## src/rtl/booth_pkg.sv

```systemverilog
package booth_pkg;

    typedef enum logic [0:0] {
        ST_IDLE = 1'b0,
        ST_RUN  = 1'b1
    } booth_state_e;

    typedef enum logic [1:0] {
        ACT_HOLD = 2'd0,
        ACT_ADD  = 2'd1,
        ACT_SUB  = 2'd2
    } booth_act_e;

    // Recode the current multiplier bit and the bit from the previous step.
    function automatic booth_act_e booth_decide(input logic cur_bit, input logic prev_bit);
        booth_act_e act;
        case ({cur_bit, prev_bit})
            2'b01:   act = ACT_ADD;
            2'b10:   act = ACT_SUB;
            default: act = ACT_HOLD;
        endcase
        return act;
    endfunction

endpackage

```

## src/rtl/booth_ctrl.sv

```systemverilog
module booth_ctrl #(
    parameter int WIDTH = 4
) (
    input  logic clk,
    input  logic rst,
    input  logic start,
    output logic load,
    output logic step_en,
    output logic last_step,
    output logic busy,
    output logic done
);
    import booth_pkg::*;

    localparam int CW = $clog2(WIDTH + 1);
    localparam logic [CW-1:0] LAST = CW'(WIDTH - 1);

    booth_state_e  state_q;
    logic [CW-1:0] cnt_q;
    logic          done_q;

    assign load      = (state_q == ST_IDLE) && start;
    assign step_en   = (state_q == ST_RUN);
    assign last_step = step_en && (cnt_q == LAST);
    assign busy      = step_en;
    assign done      = done_q;

    always_ff @(posedge clk) begin
        if (rst) begin
            state_q <= ST_IDLE;
            cnt_q   <= '0;
            done_q  <= 1'b0;
        end else begin
            done_q <= 1'b0;
            case (state_q)
                ST_IDLE: begin
                    if (start) begin
                        state_q <= ST_RUN;
                        cnt_q   <= '0;
                    end
                end
                ST_RUN: begin
                    if (cnt_q == LAST) begin
                        state_q <= ST_IDLE;
                        done_q  <= 1'b1;
                    end else begin
                        cnt_q <= cnt_q + 1'b1;
                    end
                end
                default: state_q <= ST_IDLE;
            endcase
        end
    end

endmodule

```

## src/rtl/booth_negate.sv

```systemverilog
module booth_negate #(
    parameter int WIDTH = 4
) (
    input  logic [WIDTH-1:0] value,
    output logic [WIDTH:0]   pos_ext,
    output logic [WIDTH:0]   neg_ext
);
    assign pos_ext = {value[WIDTH-1], value};
    assign neg_ext = ~pos_ext + 1'b1;
endmodule

```

## src/rtl/booth_step.sv

```systemverilog
module booth_step #(
    parameter int WIDTH = 4
) (
    input  logic [WIDTH-1:0] upper,
    input  logic [WIDTH-1:0] lower,
    input  logic [WIDTH:0]   cand_pos,
    input  logic [WIDTH:0]   cand_neg,
    input  logic             cur_bit,
    input  logic             prev_bit,
    output logic [WIDTH-1:0] next_upper,
    output logic [WIDTH-1:0] next_lower
);
    import booth_pkg::*;

    booth_act_e     act;
    logic [WIDTH:0] upper_ext;
    logic [WIDTH:0] sum;

    assign act       = booth_decide(cur_bit, prev_bit);
    assign upper_ext = {upper[WIDTH-1], upper};

    always_comb begin
        case (act)
            ACT_ADD: sum = upper_ext + cand_pos;
            ACT_SUB: sum = upper_ext + cand_neg;
            default: sum = upper_ext;
        endcase
    end

    // Arithmetic right shift of the {upper, lower} pair; sum[WIDTH] is the true sign.
    assign next_upper = sum[WIDTH:1];
    assign next_lower = {sum[0], lower[WIDTH-1:1]};
endmodule

```

## src/rtl/booth_seq_mult.sv

```systemverilog
module booth_seq_mult #(
    parameter int WIDTH = 4
) (
    input  logic                 clk,
    input  logic                 rst,
    input  logic                 start,
    input  logic [WIDTH-1:0]     mcand,
    input  logic [WIDTH-1:0]     mplier,
    output logic                 busy,
    output logic                 done,
    output logic [2*WIDTH-1:0]   product
);
    localparam int PW = 2 * WIDTH;

    logic             load, step_en, last_step;
    logic [WIDTH-1:0] upper_q, lower_q, mreg_q;
    logic             prev_q;
    logic [WIDTH:0]   cand_pos_q, cand_neg_q;
    logic [WIDTH:0]   cand_pos_d, cand_neg_d;
    logic [WIDTH-1:0] upper_d, lower_d;
    logic [PW-1:0]    prod_q;

    booth_ctrl #(.WIDTH(WIDTH)) u_ctrl (
        .clk       (clk),
        .rst       (rst),
        .start     (start),
        .load      (load),
        .step_en   (step_en),
        .last_step (last_step),
        .busy      (busy),
        .done      (done)
    );

    booth_negate #(.WIDTH(WIDTH)) u_neg (
        .value   (mcand),
        .pos_ext (cand_pos_d),
        .neg_ext (cand_neg_d)
    );

    booth_step #(.WIDTH(WIDTH)) u_step (
        .upper      (upper_q),
        .lower      (lower_q),
        .cand_pos   (cand_pos_q),
        .cand_neg   (cand_neg_q),
        .cur_bit    (mreg_q[0]),
        .prev_bit   (prev_q),
        .next_upper (upper_d),
        .next_lower (lower_d)
    );

    always_ff @(posedge clk) begin
        if (rst) begin
            upper_q    <= '0;
            lower_q    <= '0;
            mreg_q     <= '0;
            prev_q     <= 1'b0;
            cand_pos_q <= '0;
            cand_neg_q <= '0;
            prod_q     <= '0;
        end else if (load) begin
            upper_q    <= '0;
            lower_q    <= '0;
            mreg_q     <= mplier;
            prev_q     <= 1'b0;
            cand_pos_q <= cand_pos_d;
            cand_neg_q <= cand_neg_d;
        end else if (step_en) begin
            upper_q <= upper_d;
            lower_q <= lower_d;
            mreg_q  <= {mreg_q[0], mreg_q[WIDTH-1:1]};
            prev_q  <= mreg_q[0];
            if (last_step) begin
                prod_q <= {upper_d, lower_d};
            end
        end
    end

    assign product = prod_q;

endmodule

```

## config.mk

```make
export PLATFORM = sky130hd
export DESIGN_NAME = booth_seq_mult
export DESIGN_NICKNAME = d
export VERILOG_FILES = /design/src/rtl/booth_pkg.sv /design/src/rtl/booth_ctrl.sv /design/src/rtl/booth_negate.sv /design/src/rtl/booth_step.sv /design/src/rtl/booth_seq_mult.sv
export SDC_FILE = /design/constraint.sdc
export NUM_CORES = 1
export LEC_CHECK = 0
export ABC_AREA = 0
export CORE_ASPECT_RATIO = 1.25
export CORE_MARGIN = 3
export CORE_UTILIZATION = 40
export CTS_BUF_LIST = sky130_fd_sc_hd__clkbuf_4
export DETAILED_ROUTE_END_ITERATION = 16
export PLACE_DENSITY = 0.59
export SYNTH_ARGS = -nofsm -noshare
export SYNTH_HDL_FRONTEND = slang
export SYNTH_SLANG_ARGS = --single-unit
```

## constraint.sdc

```tcl
create_clock -name clk -period 2.25 [get_ports clk]
set_clock_uncertainty 0.2 [all_clocks]
set_input_delay 0.45 -clock clk [delete_from_list [all_inputs] [get_ports clk]]
set_output_delay 0.45 -clock clk [all_outputs]
set_load 0.005 [all_outputs]
```

# After elaboration in Yosys (flattened, before gate mapping)
# Cells that the tools add are included.
# word_totals
reg_bits	35
in_bits	11
output_inout_bits	10
wordCells	42
# op_classes
n_addsub	4
eq_ne	7
muxes	11
bitwise_logic	3
n_reduce_logical	7
# op_table
cell	count
$pmux W5 S2	1
$mux W4	2
$mux W3	2
$pmux W3 S2	1
$add A4 B4 Y5	1
$add A5 B1 Y5 const B	1
$add A5 B5 Y5	1
$not A5 Y5	1
$eq A2 B1 Y1 const B	2
$eq A2 B2 Y1 const B	2
$ne A2 B2 Y1 const B	2
$pmux W2 S2	1
$reduce_or A2 Y1	2
$add A3 B1 Y3 const B	1
$eq A3 B2 Y1 const B	1
$mux W1	3
$reduce_and A3 Y1	1
$logic_and A1 B1 Y1	2
$not A1 Y1	2
$pmux W1 S2	1
$reduce_and A2 Y1	1
$reduce_bool A2 Y1	1

# Logic depth before layout (Yosys ltp)
# depth
depth_word	4
mapped_depth	7
depth_no_buf	7

# Hierarchy
# Synthesis repeated with hierarchy kept, for this count alone.
# hier_totals
hier_cells	189
hier_area_um2	1909.3
# by_module_without_submodules
mod	instances	cells_per_inst	area_each_um2	seq_area_each_um2
booth_seq_mult	1	117	1257.5	620.6
booth_step	1	34	312.8	0.0
booth_ctrl	1	24	237.7	100.1
booth_negate	1	14	101.3	0.0

# Least setup slack after synthesis
# OpenSTA, ideal clock, no wires.
# synth_path
path_kind	reg2reg
startpoint	register cand_pos_q[0]
endpoint	register prod_q[7] (netlist: product[7])
setup_ps	88
t_arrival_ps	1855
required_ps	1962
setup_slack_ps	107
path_stages_with_launch	8
n_path_buf	0
period_less_slack_ps	2143
cell_sequence	dfxtp_1 ha_1 fa_1 a21o_1 a2111oi_2 a41o_2 o21ai_2 a311oi_2
# synth_via
elab_chain_cells	2
# synth_rtl
item	line	text
start: declaration	booth_seq_mult.sv:18	logic [WIDTH:0] cand_pos_q, cand_neg_q;
start signal: assignment	booth_seq_mult.sv:65	cand_pos_q <= cand_pos_d;
$add A4 B4 Y5	booth_step.sv:24	ACT_ADD: sum = upper_ext + cand_pos;
$pmux W5 S2	booth_step.sv:23	case (act)
end signal: assignment	booth_seq_mult.sv:73	prod_q <= {upper_d, lower_d};
end: declaration	booth_seq_mult.sv:21	logic [PW-1:0] prod_q;
# Every way passes these cells.
# A chain may end at the register's enable or synchronous reset.

# Final worst setup path
# layout_path
startpoint	register upper_q[0]
endpoint	register prod_q[7] (netlist: product[7])
# layout_via
elab_chain_cells	2
elab_cells_between_ends	3
cone_classes	add/sub: 2; mux: 1
# layout_rtl
item	line	text
start: declaration	booth_seq_mult.sv:16	logic [WIDTH-1:0] upper_q, lower_q, mreg_q;
start signal: assignment	booth_seq_mult.sv:68	upper_q <= upper_d;
$add A5 B5 Y5 or $add A4 B4 Y5 (tied branches)	booth_step.sv:25, booth_step.sv:24	
$pmux W5 S2 (*)	booth_step.sv:23	
# Every way passes the cells marked *; elsewhere a longest branch is shown, timed or not.

==> run metrics <==
status=completed; Crit Path Class=reg2reg; FF-to-FF End=product[7]; Slew headroom=0.698; Final Max Tran Viols=0; CTS sink count=33; maximum clock rate=464 MHz; most common cell after layout, fill and taps aside=dfxtp_1; Synth Instances=204; Final Critical Period=2.15 ns; root buffer cell=clkbuf_4; layout cells sized above 1=0.132; DP HPWL=2940 um; Crit Reg-Reg Startpoint=upper_q[0]; CP max FO=3; Syn. warnings=0; critical path capture point type=flip-flop; Hold Path End=product[5]; synthesized area=1710 sq um; Area growth, synth to finish=21.7%; WP data required=between 2 and 2.5 ns; Die ar.=5100 sq um; initial antenna violation count=0; switching power=323 uW; Port-buffer cells=20; commonest non-fill, non-tap cells in the layout=31 x dfxtp_1, 27 x nand2_1, 26 x a21oi_1, 23 x nor2_1, 20 x clkdlybuf4s50_1; sequential share of the synthesized area=0.386; Starting Density=0.434; Hold/Removal Path Class=reg2reg; Netlist cell types=32; Layout Nets=251; # Max-Cap Violations=0; grt total ovfl=0; met2 Use GR=0.291; PwrDens=~540 nW/um^2; Least-Margin Pin Slew=around 0.45 ns; vias after detailed routing=1,436; Clk pwr share=0.292; Place WS=-0.0208 ns; antenna cells=0; total I/O pin count=21; hold depth=2; launch point of the worst hold path=product[5]; global route hottest layer=met2; row cnt=25; r2r setup slk=0.1 ns; CTS Buffer Depth=2; drt pass-1 iters=4; worst setup margin=0.0952 ns; H-Tree Depth=2; Post-Route WL=3860 um; first-pass GRT wire length=6470 um; setup TNS=0 ns; RSZ-0062 raised after global routing=no; drt initial violations=57; Final Setup Violations=0; drt wl/cell=approximately 14 um; total CTS buffers=5; fin util=0.528; Post-CTS Repair Setup Buffers=0; GRT Util Overall=0.164; die height=79.1 um; maximum number of pins on one net before global-route repair=24; flops & latches, synth=33; Worst-path clk slew=0.11 ns; vias per cell=5.11; number of global-route vias before repair=1,436; insertion delay to the later sink of the worst-skew pair=around 0.34 ns; Startpoint Class=flip-flop; core box area=~4000 sq um; Pleak=about 0.00081 uW; Comb pwr share=0.151; Power, Total=1120 uW; P_int=801 uW; Avg Inst Size Synth=approximately 8.4 sq um; Reg power frac=0.557; final antenna-violating net count=0; M3 GR Usage=0.0453; CP Data Arrival Time=2.21 ns; switching portion of total power=0.287; CTS hold repair buffers=0; worst vdd ir=342 uV; Die W=64.5 um; met1 Use GR=0.183; syn_nets=roughly 230; TritonCTS clock tree=done; Final Hold Vio Count=0; GP Congestion=0.864; reg2reg path depth=8; Final period util=0.958; number of remaining DRC errors=0
[routing by layer]
metal | share of wire | vias up
li1 | - | 738
met4 | 0.021 | 0
met5 | 0 | -
met1 | 0.43 | 668
met2 | 0.52 | 22
met3 | 0.032 | 8
[worst max-delay path by stage]
stage	cells after the start	slack [ns]	start	endpoint
6_report	8	0.1	upper_q[0]	product[7]
5_1_grt	8	0.003	upper_q[0]	upper_q[3]
4_1_cts	7	0.004	upper_q[0]	product[7]
3_5_place_dp	7	-0.02	cand_pos_q[0]	product[7]
3_3_place_gp	7	0.08	cand_pos_q[0]	product[7]
2_1_floorplan	7	0.11	cand_pos_q[0]	product[7]
[critical path: stages (launching register included)]
cell      delay [ns]
dfxtp_2         0.35
ha_2            0.19
buf_4           0.14
fa_1            0.41
a21oi_2         0.16
nand3_1         0.08
o21ai_0         0.12
a22oi_2         0.15
a311oi_2        0.25
[flip-flops by register name, indices dropped and copies added (netlist names)]
signal and count:
cand_neg_q 4, cand_pos_q 4, lower_q 3, mreg_q 4, prev_q 1, product 8, u_ctrl.busy 1, u_ctrl.cnt_q 3
u_ctrl.done 1, upper_q 4
[logic make-up (layout without fill, tap and decap cells)]
group,Yosys count,in the layout,share of synthesized area
and+or+nand+nor,67,67,0.168
AOI/OAI and AO/OA,51,51,0.192
buffers and inverters,23,46,0.0534
xor gates and xnor gates,6,6,0.0307
adders and majority gates,14,14,0.111
DFF,33,33,0.386
muxes,10,10,0.0593
[synth_stat cells (all sizes together)]
cell type,instances,area (sq um)
a2111oi,1,15.0
a211oi,6,45.0
a21o,3,22.5
a21oi,27,135
a221oi,2,17.5
a22oi,2,15.0
a311oi,1,15.0
a31o,1,8.76
a41o,1,11.3
and2,1,6.26
buf,6,27.5
clkbuf,7,26.3
dfxtp,33,661
fa,2,40.0
ha,12,150
inv,10,37.5
mux2,1,11.3
mux2i,9,90.1
nand2,27,101
nand2b,1,6.26
nand3,3,15.0
nor2,23,86.3
nor2b,4,25.0
nor3,5,25.0
nor3b,2,15.0
o21ai,6,33.8
o32ai,1,8.76
or2,1,6.26
xnor2,4,35.0
xor2,2,17.5
[power by group through the flow]
stage,clock network (uW),registers [uW],logic [uW]
finish,328,626,169
global route,369,631,189
CTS,344,626,164
detailed placement,0,639,163
global placement,0,638,159
floorplan,0,631,114
[layout make-up]
| cell class | instances | area, sq um |
|---|---|---|
| clock inverters | 3 | 17.5 |
| inverters | 10 | 37.5 |
| well taps | 54 | 67.6 |
| clock buffers | 5 | 37.5 |
| repair buffers | 28 | 260 |
| fillers | 399 | 1860 |
| multi-input cells | 148 | 997 |
| flip-flops and latches | 33 | 663 |
[per-stage QoR]
stage / hold slack, ns / area (sq um) / cells
final: 0.265 / 2080 / 281
after detailed placement: 0.250 / 1980 / 273
after global routing: 0.285 / 2080 / 281
after floorplan: 0.231 / 1710 / 204
after global placement: 0.238 / 1980 / 273
after CTS: 0.265 / 2040 / 281
[repair_timing]
item | in CTS | in global routing
pin swaps | 0 | 1
setup endpoints to repair | 1 | 5
gates resized for setup | 1 | 8
Power figures use the tool's default switching activity.
